### src/rtl/vsync_id_pkg.sv
package vsync_id_pkg;
  typedef enum logic {PH_WAIT = 1'b0, PH_RUN = 1'b1} stream_phase_e;
endpackage

### src/rtl/vclk_edge_sync.sv
module vclk_edge_sync #(
  parameter int STAGES = 2
) (
  input  logic clk,
  input  logic rst_n,
  input  logic async_i,
  output logic rise_o
);
  logic [STAGES-1:0] chain_q;
  logic              prev_q;

  always_ff @(posedge clk or negedge rst_n) begin
    if (!rst_n) begin
      chain_q <= '0;
      prev_q  <= 1'b0;
    end else begin
      chain_q <= {chain_q[STAGES-2:0], async_i};
      prev_q  <= chain_q[STAGES-1];
    end
  end

  assign rise_o = chain_q[STAGES-1] & ~prev_q;


  rise_pulse_chk: assert property (@(posedge clk) disable iff (!rst_n)
    rise_o |=> !rise_o);
endmodule

### src/rtl/warmup_counter.sv
module warmup_counter #(
  parameter int WARM_EDGES = 9
) (
  input  logic clk,
  input  logic rst_n,
  input  logic tick_i,
  output logic start_o,
  output logic done_o
);
  localparam int CNT_W = $clog2(WARM_EDGES + 1);

  logic [CNT_W-1:0] cnt_q, cnt_d;
  logic             done_q, done_d;
  logic             cnt_en;

  always_comb begin
    cnt_d   = cnt_q;
    done_d  = done_q;
    start_o = 1'b0;
    cnt_en  = tick_i & ~done_q;
    if (cnt_en) begin
      if (cnt_q == CNT_W'(WARM_EDGES)) begin
        done_d  = 1'b1;
        start_o = 1'b1;
      end else begin
        cnt_d = cnt_q + 1'b1;
      end
    end
  end

  always_ff @(posedge clk or negedge rst_n) begin
    if (!rst_n) begin
      cnt_q  <= '0;
      done_q <= 1'b0;
    end else if (cnt_en) begin
      cnt_q  <= cnt_d;
      done_q <= done_d;
    end
  end

  assign done_o = done_q;


  warm_order_chk: assert property (@(posedge clk) disable iff (!rst_n)
    start_o |-> (cnt_q == CNT_W'(WARM_EDGES)) && !done_q);
endmodule

### src/rtl/frame_sequencer.sv
module frame_sequencer
  import vsync_id_pkg::*;
#(
  parameter int DATA_W = 8,
  parameter int ADDR_W = 7
) (
  input  logic              clk,
  input  logic              rst_n,
  input  logic              start_i,
  input  logic              step_i,
  input  logic              restart_i,
  input  logic [DATA_W-1:0] rd_data_i,
  output logic [ADDR_W-1:0] rd_addr_o,
  output logic              drive_o,
  output logic              bit_o
);
  localparam int IDX_W = $clog2(DATA_W + 1);
  localparam int SEL_W = $clog2(DATA_W);
  localparam logic [IDX_W-1:0] NULL_IDX = IDX_W'(DATA_W);

  stream_phase_e     phase_q, phase_d;
  logic [IDX_W-1:0]  idx_q, idx_d;
  logic [ADDR_W-1:0] addr_q, addr_d;
  logic [DATA_W-1:0] byte_q, byte_d;
  logic              load, upd;
  logic [IDX_W-1:0]  msb_off;

  always_comb begin
    phase_d = phase_q;
    idx_d   = idx_q;
    addr_d  = addr_q;
    byte_d  = byte_q;
    load    = 1'b0;
    upd     = restart_i | start_i | (step_i & (phase_q == PH_RUN));
    if (restart_i) begin
      addr_d = '0;
      idx_d  = NULL_IDX;
    end else if (upd) begin
      if (start_i || idx_q == NULL_IDX) begin
        load    = 1'b1;
        byte_d  = rd_data_i;
        idx_d   = '0;
        addr_d  = addr_q + 1'b1;
        phase_d = PH_RUN;
      end else begin
        idx_d = idx_q + 1'b1;
      end
    end
  end

  always_ff @(posedge clk or negedge rst_n) begin
    if (!rst_n) begin
      phase_q <= PH_WAIT;
      idx_q   <= NULL_IDX;
      addr_q  <= '0;
      byte_q  <= '0;
    end else if (upd) begin
      phase_q <= phase_d;
      idx_q   <= idx_d;
      addr_q  <= addr_d;
      byte_q  <= byte_d;
    end
  end

  assign msb_off   = IDX_W'(DATA_W - 1) - idx_q;
  assign drive_o   = (phase_q == PH_RUN) && (idx_q != NULL_IDX);
  assign bit_o     = drive_o ? byte_q[msb_off[SEL_W-1:0]] : 1'b1;
  assign rd_addr_o = addr_q;


  idx_step_chk: assert property (@(posedge clk) disable iff (!rst_n)
    (step_i && !start_i && !restart_i && phase_q == PH_RUN && idx_q != NULL_IDX)
      |=> idx_q == IDX_W'($past(idx_q) + 1'b1));

  addr_wrap_chk: assert property (@(posedge clk) disable iff (!rst_n)
    (load && addr_q == {ADDR_W{1'b1}}) |=> addr_q == '0);

  restart_chk: assert property (@(posedge clk) disable iff (!rst_n)
    restart_i |=> (addr_q == '0) && !drive_o);

  byte_keep_chk: assert property (@(posedge clk) disable iff (!rst_n)
    (phase_q == PH_RUN && idx_q < NULL_IDX - 1'b1 && !restart_i) |=> $stable(byte_q));
endmodule

### src/rtl/vsync_id_streamer.sv
module vsync_id_streamer #(
  parameter int DATA_W      = 8,
  parameter int ADDR_W      = 7,
  parameter int WARM_EDGES  = 9,
  parameter int SYNC_STAGES = 2
) (
  input  logic              clk,
  input  logic              rst_n,
  input  logic              vclk_i,
  input  logic              hold_i,
  input  logic              restart_i,
  output logic [ADDR_W-1:0] rd_addr_o,
  input  logic [DATA_W-1:0] rd_data_i,
  output logic              line_oe_o,
  output logic              line_bit_o
);
  logic vrise, tick, warm_start, warm_done, step, seq_drive, seq_bit;

  vclk_edge_sync #(.STAGES(SYNC_STAGES)) u_sync (
    .clk(clk), .rst_n(rst_n), .async_i(vclk_i), .rise_o(vrise)
  );

  assign tick = vrise & ~hold_i;
  assign step = tick & warm_done;

  warmup_counter #(.WARM_EDGES(WARM_EDGES)) u_warm (
    .clk(clk), .rst_n(rst_n), .tick_i(tick),
    .start_o(warm_start), .done_o(warm_done)
  );

  frame_sequencer #(.DATA_W(DATA_W), .ADDR_W(ADDR_W)) u_seq (
    .clk(clk), .rst_n(rst_n), .start_i(warm_start), .step_i(step),
    .restart_i(restart_i), .rd_data_i(rd_data_i), .rd_addr_o(rd_addr_o),
    .drive_o(seq_drive), .bit_o(seq_bit)
  );

  assign line_oe_o  = seq_drive & ~hold_i;
  assign line_bit_o = line_oe_o ? seq_bit : 1'b1;


  warm_quiet_chk: assert property (@(posedge clk) disable iff (!rst_n)
    !warm_done |-> !line_oe_o);

  hold_freeze_chk: assert property (@(posedge clk) disable iff (!rst_n)
    (hold_i && !restart_i) |=> $stable(rd_addr_o));
endmodule

### config.mk
export PLATFORM = sky130hd
export DESIGN_NAME = vsync_id_streamer
export DESIGN_NICKNAME = d
export VERILOG_FILES = /design/src/rtl/vsync_id_pkg.sv /design/src/rtl/vclk_edge_sync.sv /design/src/rtl/warmup_counter.sv /design/src/rtl/frame_sequencer.sv /design/src/rtl/vsync_id_streamer.sv
export SDC_FILE = /design/constraint.sdc
export NUM_CORES = 1
export LEC_CHECK = 0
export BUFFER_PORTS_ARGS = -buffer_cell sky130_fd_sc_hd__buf_2
export CAP_MARGIN = 20
export CORE_MARGIN = 5
export CORE_UTILIZATION = 49
export CTS_BUF_LIST = sky130_fd_sc_hd__clkbuf_4
export DETAILED_ROUTE_END_ITERATION = 10
export MAX_ROUTING_LAYER = met4
export PLACE_DENSITY = 0.71
export SYNTH_ARGS = -nofsm -noshare
export SYNTH_HDL_FRONTEND = slang
export SYNTH_SLANG_ARGS = --single-unit
export TNS_END_PERCENT = 100
### constraint.sdc
create_clock -name clk -period 5.4 [get_ports clk]
set_input_delay 0.27 -clock clk [delete_from_list [all_inputs] [get_ports clk]]
set_output_delay 0.27 -clock clk [all_outputs]
set_load 0.01 [all_outputs]
==> results of run 1 <==
## worst reg2reg max path, cell delays in order, from the launching register on
cell,delay [ps]
dfrtp_1,500
inv_1,90
ha_1,140
and3b_1,260
nand3_1,290
a21oi_4,490
mux2_2,390
## layer usage
layer,track usage,up-vias,part of all wire
met4,0.0468,0,0.0057
met2,0.216,25,0.46
met3,0.0438,2,0.052
met5,-,-,0
li1,-,455,-
met1,0.191,462,0.48
## what timing repair did
item                      CTS  global route
hold buffers                1             0
buffers inserted            0             0
hold endpoints to repair   27             0
gates resized for setup     0             0
## flip-flops by register name (all words and copies together), names as in the netlist
signal	cells
u_sync.chain_q	2
u_seq.phase_q	1
u_seq.rd_addr_o	7
u_seq.idx_q	4
u_sync.prev_q	1
u_warm.cnt_q	4
u_warm.done_o	1
u_seq.byte_q	8
## logic make-up after synthesis
kind of cell    share of synthesized area
compound gates                     0.0664
xor+xnor                           0.0184
fa+ha+maj                          0.0437
buf+inv                            0.0350
flops                               0.490
mux                                 0.175
simple gates                        0.171
## synth_stat cells
cell type / number / area, um2
o211ai_1: 1 / 7.51
nor3b_1: 1 / 7.51
a21oi_4: 1 / 16.3
nand3_1: 4 / 20.0
nor4b_4: 1 / 23.8
o311ai_0: 1 / 8.76
nor2b_1: 6 / 37.5
clkbuf_1: 1 / 3.75
nor2_1: 5 / 18.8
a22o_2: 1 / 10.0
buf_12: 1 / 20.0
mux2i_1: 1 / 10.0
a21boi_0: 1 / 7.51
or3_1: 1 / 6.26
or3b_1: 1 / 8.76
and2_1: 2 / 12.5
o21ai_0: 2 / 10.0
and3_2: 1 / 7.51
and4bb_2: 1 / 12.5
inv_1: 4 / 15.0
and3b_1: 1 / 8.76
nand4b_1: 1 / 8.76
or2_2: 1 / 6.26
and4_1: 1 / 8.76
mux2_2: 8 / 90.1
mux4_2: 2 / 45.0
or2b_1: 1 / 7.51
ha_1: 5 / 62.6
a21oi_1: 7 / 35.0
mux2_4: 7 / 105
nand4_1: 2 / 12.5
buf_6: 1 / 11.3
nand2_1: 10 / 37.5
dfstp_2: 1 / 26.3
dfrtp_1: 27 / 676
xnor2_1: 3 / 26.3
## layout make-up
class | count | area (um2)
inverters | 4 | 15.0
fillers | 228 | 1200
repair buffers | 22 | 115
multi-input cells | 80 | 679
flip-flops and latches | 28 | 702
clock buffers | 4 | 30.0
well taps | 31 | 38.8
## power groups by stage
stage,logic (mW),registers (mW),clock network [mW]
floorplan,0.0484,0.262,0
global placement,0.0614,0.267,0
detailed placement,0.0634,0.270,0
CTS,0.0646,0.266,0.0968
global route,0.0730,0.272,0.109
finish,0.0634,0.266,0.0931
## worst min path at each step
| stage | startpoint | end | slack, ps | cells past startpoint |
|---|---|---|---|---|
| CTS | vclk_i | u_sync.chain_q[0] | 30 | 1 |
| global placement | rst_n | u_seq.byte_q[5] | 310 | 1 |
| finish | vclk_i | u_sync.chain_q[0] | 40 | 1 |
| floorplan | rst_n | u_seq.byte_q[0] | -30 | 0 |
| detailed placement | rst_n | u_seq.byte_q[2] | 320 | 1 |
| global route | vclk_i | u_sync.chain_q[0] | 10 | 1 |
## stage by stage
| stage | power (mW) | cell area, um2 |
|---|---|---|
| 2_1_floorplan | 0.310 | 1430 |
| 3_3_place_gp | 0.328 | 1540 |
| 3_5_place_dp | 0.333 | 1540 |
| 4_1_cts | 0.427 | 1580 |
| 5_1_grt | 0.455 | 1580 |
| 6_report | 0.423 | 1580 |
==> impl_metrics.toml, run 1 <==
[floorplanning]
core_mm2 = 0.00278
start_util = 0.515
fp.dieH_um = 64.0
die_area_mm2 = 0.00410
rows = 19
ios = 22
die_w_um = 64.0

[synth]
yosys_warnings = 0
ys_ff_latch = 28
syn_nets = 133
synthDistinctLibCells = 36
syn_avg_cell_area_um2 = 12.4
syn_inst = 115
netlist_area_mm2 = 0.00143
seq_area_frac_synth = 0.490

[routing]
dr_total_vias = 944
drc = 0
drt_iter0_drc = 36
dr.pass1.iters = 4
wire_per_inst_um = 14.6
vias_per_cell = 5.59
drtAntennaViolNets = 0
wl_mm = 2.47

[cts]
h-tree-depth = 1
clk_latency_ps = 330
clockRootBuffer = "clkbuf_4"
clk_pin_slew_worst_paths_ps = 150
clk_path_buf_depth = 2
cts_inserted_buffers = 3
cts_sinks = 28
cts_tree = "yes"

[setup_path]
worst_path_largest_cell_delay_ps = 500
critPathCaptureType = "register"
startpoint = "u_seq.idx_q[0]"
r2r_slack_ps = 3140
worstPathRequired_ps = 5640
cp.arrival_ps = 2500
critical_path.startpoint_type = "register"
cp_slowest_cell = "dfrtp_1"
cp_max_fo = 11
r2r_cells = 6
r2r_start = "u_seq.idx_q[0]"
r2r_end = "u_seq.byte_q[2]"
path_buf_inv = 1
cp_num_cells = 6
crit_type = "reg2reg"
crit_path_cell_trace = "inv_1 -> ha_1 -> and3b_1 -> nand3_1 -> a21oi_4 -> mux2_2"
crit_family = "simple AND/OR/NAND/NOR gates"
endpoint = "u_seq.byte_q[2]"

[sta]
fmax_mhz = 443
hold_slack_ps = 39.2
slew_headroom = 0.577
skew_ps = 13.2
setup_ws_ps = 3140
tightest_slew_ps = 634
drv_slew = 0
fin_crit_ps = 2260
hold_violations = 0
finalSetupViolations = 0
tns_ps = 0
rsz0062_at_grt = "false"
finalCritPeriodShare = 0.418

[pwr]
ir_drop_mv = 0.187
p_int_uw = 308
leakage_nw = 0.746
power_switching_uw = 115
p_comb_frac = 0.150
p_seq_frac = 0.630
power.share.switching = 0.271
clkPwrFrac = 0.220
powerDensity_mw_per_mm2 = 268

[run]
drv_cap = 0

[global_route]
antenna_found_initial = 0
grt_overflow = 0
grt_pass1_wl_mm = 4.61
grt_max_degree = 29
grt_usage = 0.146
grt_pass1_vias = 945

[layout]
num-nets-final = 157
final_cell_mix = "27 x dfrtp_1, 21 x buf_2, 10 x nand2_1"
antenna_cells = 0
drive_gt1_frac = 0.355
area_growth_pct = 10.4
final_common_cell = "dfrtp_1"
utilization = 0.568
fin_cells = 169

[worst_hold_path]
hold_path_class = "in2reg"

[status]
status = "finished clean"

[place]
pre_cts_ws_ps = 3150
dp_cells = 164
place.detailed.hpwl_mm = 1.83
numPortBuffers = 21
gp_congestion = 0.790
(Power assumes the default switching activity.)
==> inputs of run 2 (changes only) <==
==> constraint.sdc (replaced) <==
create_clock -name clk -period 2.1 [get_ports clk]
set_input_delay 0.105 -clock clk [delete_from_list [all_inputs] [get_ports clk]]
set_output_delay 0.105 -clock clk [all_outputs]
set_load 0.01 [all_outputs]
==> impl_metrics.toml, run 2 (synthesis results as in run 1) <==
[setup_path]
r2r_slack_ps = 110
worst_path_largest_cell_delay_ps = 440
cp.arrival_ps = 2220
cp_max_fo = 6
r2r_start = "u_sync.prev_q"
crit_family = "simple AND/OR/NAND/NOR gates"
worstPathRequired_ps = 2330
path_buf_inv = 1
crit_type = "reg2reg"
cp_slowest_cell = "or3b_4"
r2r_end = "u_seq.byte_q[4]"
critical_path.startpoint_type = "register"
crit_path_cell_trace = "nor4b_4 -> or3b_4 -> a21oi_4 -> buf_12 -> mux2_4"
r2r_cells = 5
critPathCaptureType = "register"

[place]
numPortBuffers = 21
place.detailed.hpwl_mm = 2.04
dp_cells = 171
gp_congestion = 0.777

[floorplanning]
start_util = 0.515
die_area_mm2 = 0.00410
core_mm2 = 0.00278
fp.dieH_um = 64.0
die_w_um = 64.0
ios = 22
rows = 19

[layout]
num-nets-final = 173
largest-register = "u_seq.byte_q"
fin_cells = 185
largest_reg_flops = 8
final_common_cell = "dfrtp_1"
final_cell_mix = "26 x dfrtp_1, 21 x buf_2, 10 x nand2_1, 10 x dlygate4sd3_1, 8 x mux2_2"
antenna_cells = 0
area_growth_pct = 23.4
drive_gt1_frac = 0.383

[pwr]
powerDensity_mw_per_mm2 = 696
leakage_nw = 0.830
ir_drop_mv = 0.673
p_total_mw = 1.23

[global_route]
antenna_found_initial = 0
grt_max_degree = 29
grt_pass1_vias = 1096
grt_pass1_wl_mm = 4.96
grt_overflow = 0
grt_usage = 0.157

[cts]
cts_tree = "yes"
clockRootBuffer = "clkbuf_4"
cts_inserted_buffers = 3
cts_setup_buffers = 0
clk_path_buf_depth = 2
cts_sinks = 28
clk_latency_ps = 330
h-tree-depth = 1
clk_pin_slew_worst_paths_ps = 150

[routing]
dr.pass1.iters = 4
dr_total_vias = 1003
wl_mm = 2.81
drc = 0
vias_per_cell = 5.42
drtAntennaViolNets = 0
wire_per_inst_um = 15.2
drt_iter0_drc = 31

[sta]
fin_crit_ps = 1990
finalCritPeriodShare = 0.948
tightest_slew_ps = 611
hold_violations = 0
finalSetupViolations = 0
drv_slew = 0
rsz0062_at_grt = "false"
slew_headroom = 0.592
tns_ps = 0
skew_ps = 7.75
fmax_mhz = 503

[worst_hold_path]
hold_end = "u_warm.cnt_q[3]"
hold_depth = 4
hold_path_class = "in2reg"
min_from = "hold_i"

[run]
drv_cap = 0

[status]
status = "finished clean"
## run 2: cell type report
class / instances / area, um2
Sequential cell: 28 / 703
Inverter: 4 / 15.0
Clock buffer: 3 / 22.5
Multi-Input combinational cell: 80 / 687
Timing Repair Buffer: 38 / 270
Clock inverter: 1 / 30.0
Fill cell: 224 / 1010
Tap cell: 31 / 38.8
## run 2: tightest hold or removal path, cell delays in order
cell     delay, ps
buf_2          140
nor4b_4         70
nand4_1         90
xnor2_1         60
## run 2: stage by stage
| stage | worst slack (ps) | util | cell area, um2 | hold slack, ps |
|---|---|---|---|---|
| finish | 110 | 0.635 | 1770 | 166 |
| global placement | 144 | 0.577 | 1610 | 145 |
| detailed placement | 89.0 | 0.577 | 1610 | 155 |
| global route | 6.94 | 0.635 | 1770 | 164 |
| CTS | 48.9 | 0.625 | 1740 | 1.12 |
| floorplan | 182 | - | 1430 | -191 |
## run 2: routing by layer
metal / up-vias / share of wire / GRT usage
met1: 491 / 0.44 / 0.179
li1: 484 / - / -
met3: 6 / 0.040 / 0.0368
met5: - / 0 / -
met2: 22 / 0.50 / 0.263
met4: 0 / 0.018 / 0.0675
## run 2: what timing repair did
action,4_1_cts,5_1_grt
hold buffers,8,2
endpoints found under the setup margin,0,11
hold endpoints to repair,34,2
gates resized for setup,0,4
## run 2: how the worst max path moves through the flow
stage / startpoint / end / slack, ps / cells after the start
2_1_floorplan: u_sync.prev_q / u_seq.byte_q[0] / 180 / 6
3_3_place_gp: u_sync.prev_q / u_seq.byte_q[1] / 140 / 5
3_5_place_dp: u_sync.prev_q / u_seq.byte_q[3] / 90 / 5
4_1_cts: u_seq.idx_q[1] / line_bit_o / 50 / 7
5_1_grt: u_sync.prev_q / u_seq.byte_q[1] / 7 / 5
6_report: u_sync.prev_q / u_seq.byte_q[4] / 110 / 5
## run 2: where the power goes
part	leakage, nW	internal (mW)	switching (mW)	total [mW]
Sequential	0.372	0.610	0.0640	0.674
Clock	0.0279	0.193	0.158	0.351
Combinational	0.430	0.121	0.0847	0.206
==> inputs of run 3 (changes only) <==
--- a/config.mk
+++ b/config.mk
@@ -11,7 +11,6 @@
 export CORE_UTILIZATION = 49
 export CTS_BUF_LIST = sky130_fd_sc_hd__clkbuf_4
 export DETAILED_ROUTE_END_ITERATION = 10
-export MAX_ROUTING_LAYER = met4
 export PLACE_DENSITY = 0.71
 export SYNTH_ARGS = -nofsm -noshare
 export SYNTH_HDL_FRONTEND = slang
==> impl_metrics.toml, run 3 (synthesis results as in run 1) <==
[status]
status = "finished clean"

[setup_path]
crit_family = "simple AND/OR/NAND/NOR gates"
critPathCaptureType = "register"
worstPathRequired_ps = 2330
worst_path_largest_cell_delay_ps = 440
crit_path_cell_trace = "nor4b_4 -> or3b_4 -> a21oi_4 -> buf_12 -> mux2_4"
path_buf_inv = 1
cp.arrival_ps = 2220
cp_slowest_cell = "or3b_4"
crit_type = "reg2reg"
critical_path.startpoint_type = "register"
cp_max_fo = 6

[floorplanning]
start_util = 0.515
rows = 19
die_area_mm2 = 0.00410
ios = 22
die_w_um = 64.0
fp.dieH_um = 64.0
core_mm2 = 0.00278

[layout]
largest-register = "u_seq.byte_q"
drive_gt1_frac = 0.383
num-nets-final = 173
antenna_cells = 0
fillers = 224
final_cell_mix = "26 x dfrtp_1, 21 x buf_2, 10 x nand2_1, 10 x dlygate4sd3_1, 8 x mux2_2"
area_growth_pct = 23.4
final_common_cell = "dfrtp_1"
largest_reg_flops = 8

[routing]
wl_mm = 2.80
dr_total_vias = 1019
wire_per_inst_um = 15.2
drtAntennaViolNets = 0
dr.pass1.iters = 4
drt_iter0_drc = 27
drc = 0
vias_per_cell = 5.51

[place]
numPortBuffers = 21
gp_congestion = 0.767
place.detailed.hpwl_mm = 2.04

[global_route]
grt_max_degree = 29
grt_usage = 0.152
grt_pass1_vias = 1099
antenna_found_initial = 0
grt_overflow = 0
grt_pass1_wl_mm = 4.95

[sta]
hold_violations = 0
rsz0062_at_grt = "false"
skew_ps = 7.79
fin_crit_ps = 1990
finalCritPeriodShare = 0.947
drv_slew = 0
slew_headroom = 0.594
fmax_mhz = 503
tns_ps = 0
finalSetupViolations = 0
tightest_slew_ps = 609

[worst_hold_path]
hold_path_class = "in2reg"

[cts]
clk_pin_slew_worst_paths_ps = 150
clockRootBuffer = "clkbuf_4"
h-tree-depth = 1
cts_setup_buffers = 0
clk_latency_ps = 330
cts_tree = "yes"
cts_inserted_buffers = 3
clk_path_buf_depth = 2
cts_sinks = 28

[pwr]
p_total_mw = 1.23
ir_drop_mv = 0.674
powerDensity_mw_per_mm2 = 697
leakage_nw = 0.830

[run]
drv_cap = 0
## run 3: cell counts in the layout (fill, tap and decap cells not counted)
No cell type changed its count.
## run 3: routing by layer
| layer | vias up | part of all wire | GRT usage |
|---|---|---|---|
| met5 | - | 0 | 0 |
| met4 | 0 | 0.018 | 0.0675 |
| met3 | 6 | 0.041 | 0.0385 |
| met2 | 22 | 0.50 | 0.263 |
| met1 | 506 | 0.44 | 0.176 |
| li1 | 485 | - | - |
## run 3: path summary, 6_finish.rpt
kind                                         from                 to  slack, ps  cells past startpoint
worst min register to register  u_sync.chain_q[0]  u_sync.chain_q[1]        390                      0
worst max-delay path                u_sync.prev_q    u_seq.byte_q[4]        110                      5
worst min-delay path                       hold_i    u_warm.cnt_q[3]        170                      4
worst max register to register      u_sync.prev_q    u_seq.byte_q[4]        110                      5
min in group asynchronous                   rst_n    u_seq.byte_q[3]        320                      2
max in group asynchronous                   rst_n     u_seq.idx_q[1]       1350                      2
## run 3: worst min-delay path, stage by stage
cell     delay (ps)
buf_2           140
nor4b_4          70
nand4_1          90
xnor2_1          60
## run 3: per-stage QoR
stage,hold slack (ps),util,area (um2),cells,setup slack (ps)
finish,166,0.635,1770,185,111
global route,164,0.635,1770,185,6.94
CTS,1.12,0.625,1740,183,48.9
detailed placement,155,0.577,1610,171,89.0
global placement,145,0.577,1610,171,144
floorplan,-191,-,1430,115,182
## run 3: area by class of cell
cell class | instances | area, um2 | area share
tap | 31 | 38.8 | 0.0220
inverter | 4 | 15.0 | 0.00850
multi-input combinational | 80 | 687 | 0.389
clock inverter | 1 | 30.0 | 0.0170
clock buffer | 3 | 22.5 | 0.0127
timing repair buffer | 38 | 270 | 0.153
sequential | 28 | 703 | 0.398
## run 3: report_power, final
part	switching, mW	leakage, nW	total [mW]	internal (mW)
registers	0.0640	0.372	0.674	0.610
clock network	0.158	0.0279	0.351	0.193
logic	0.0847	0.430	0.206	0.121
## run 3: timing repair
item / CTS / global route
gates resized for setup: 0 / 4
hold buffers: 8 / 2
hold endpoints to repair: 34 / 2
setup endpoints to repair: 0 / 11
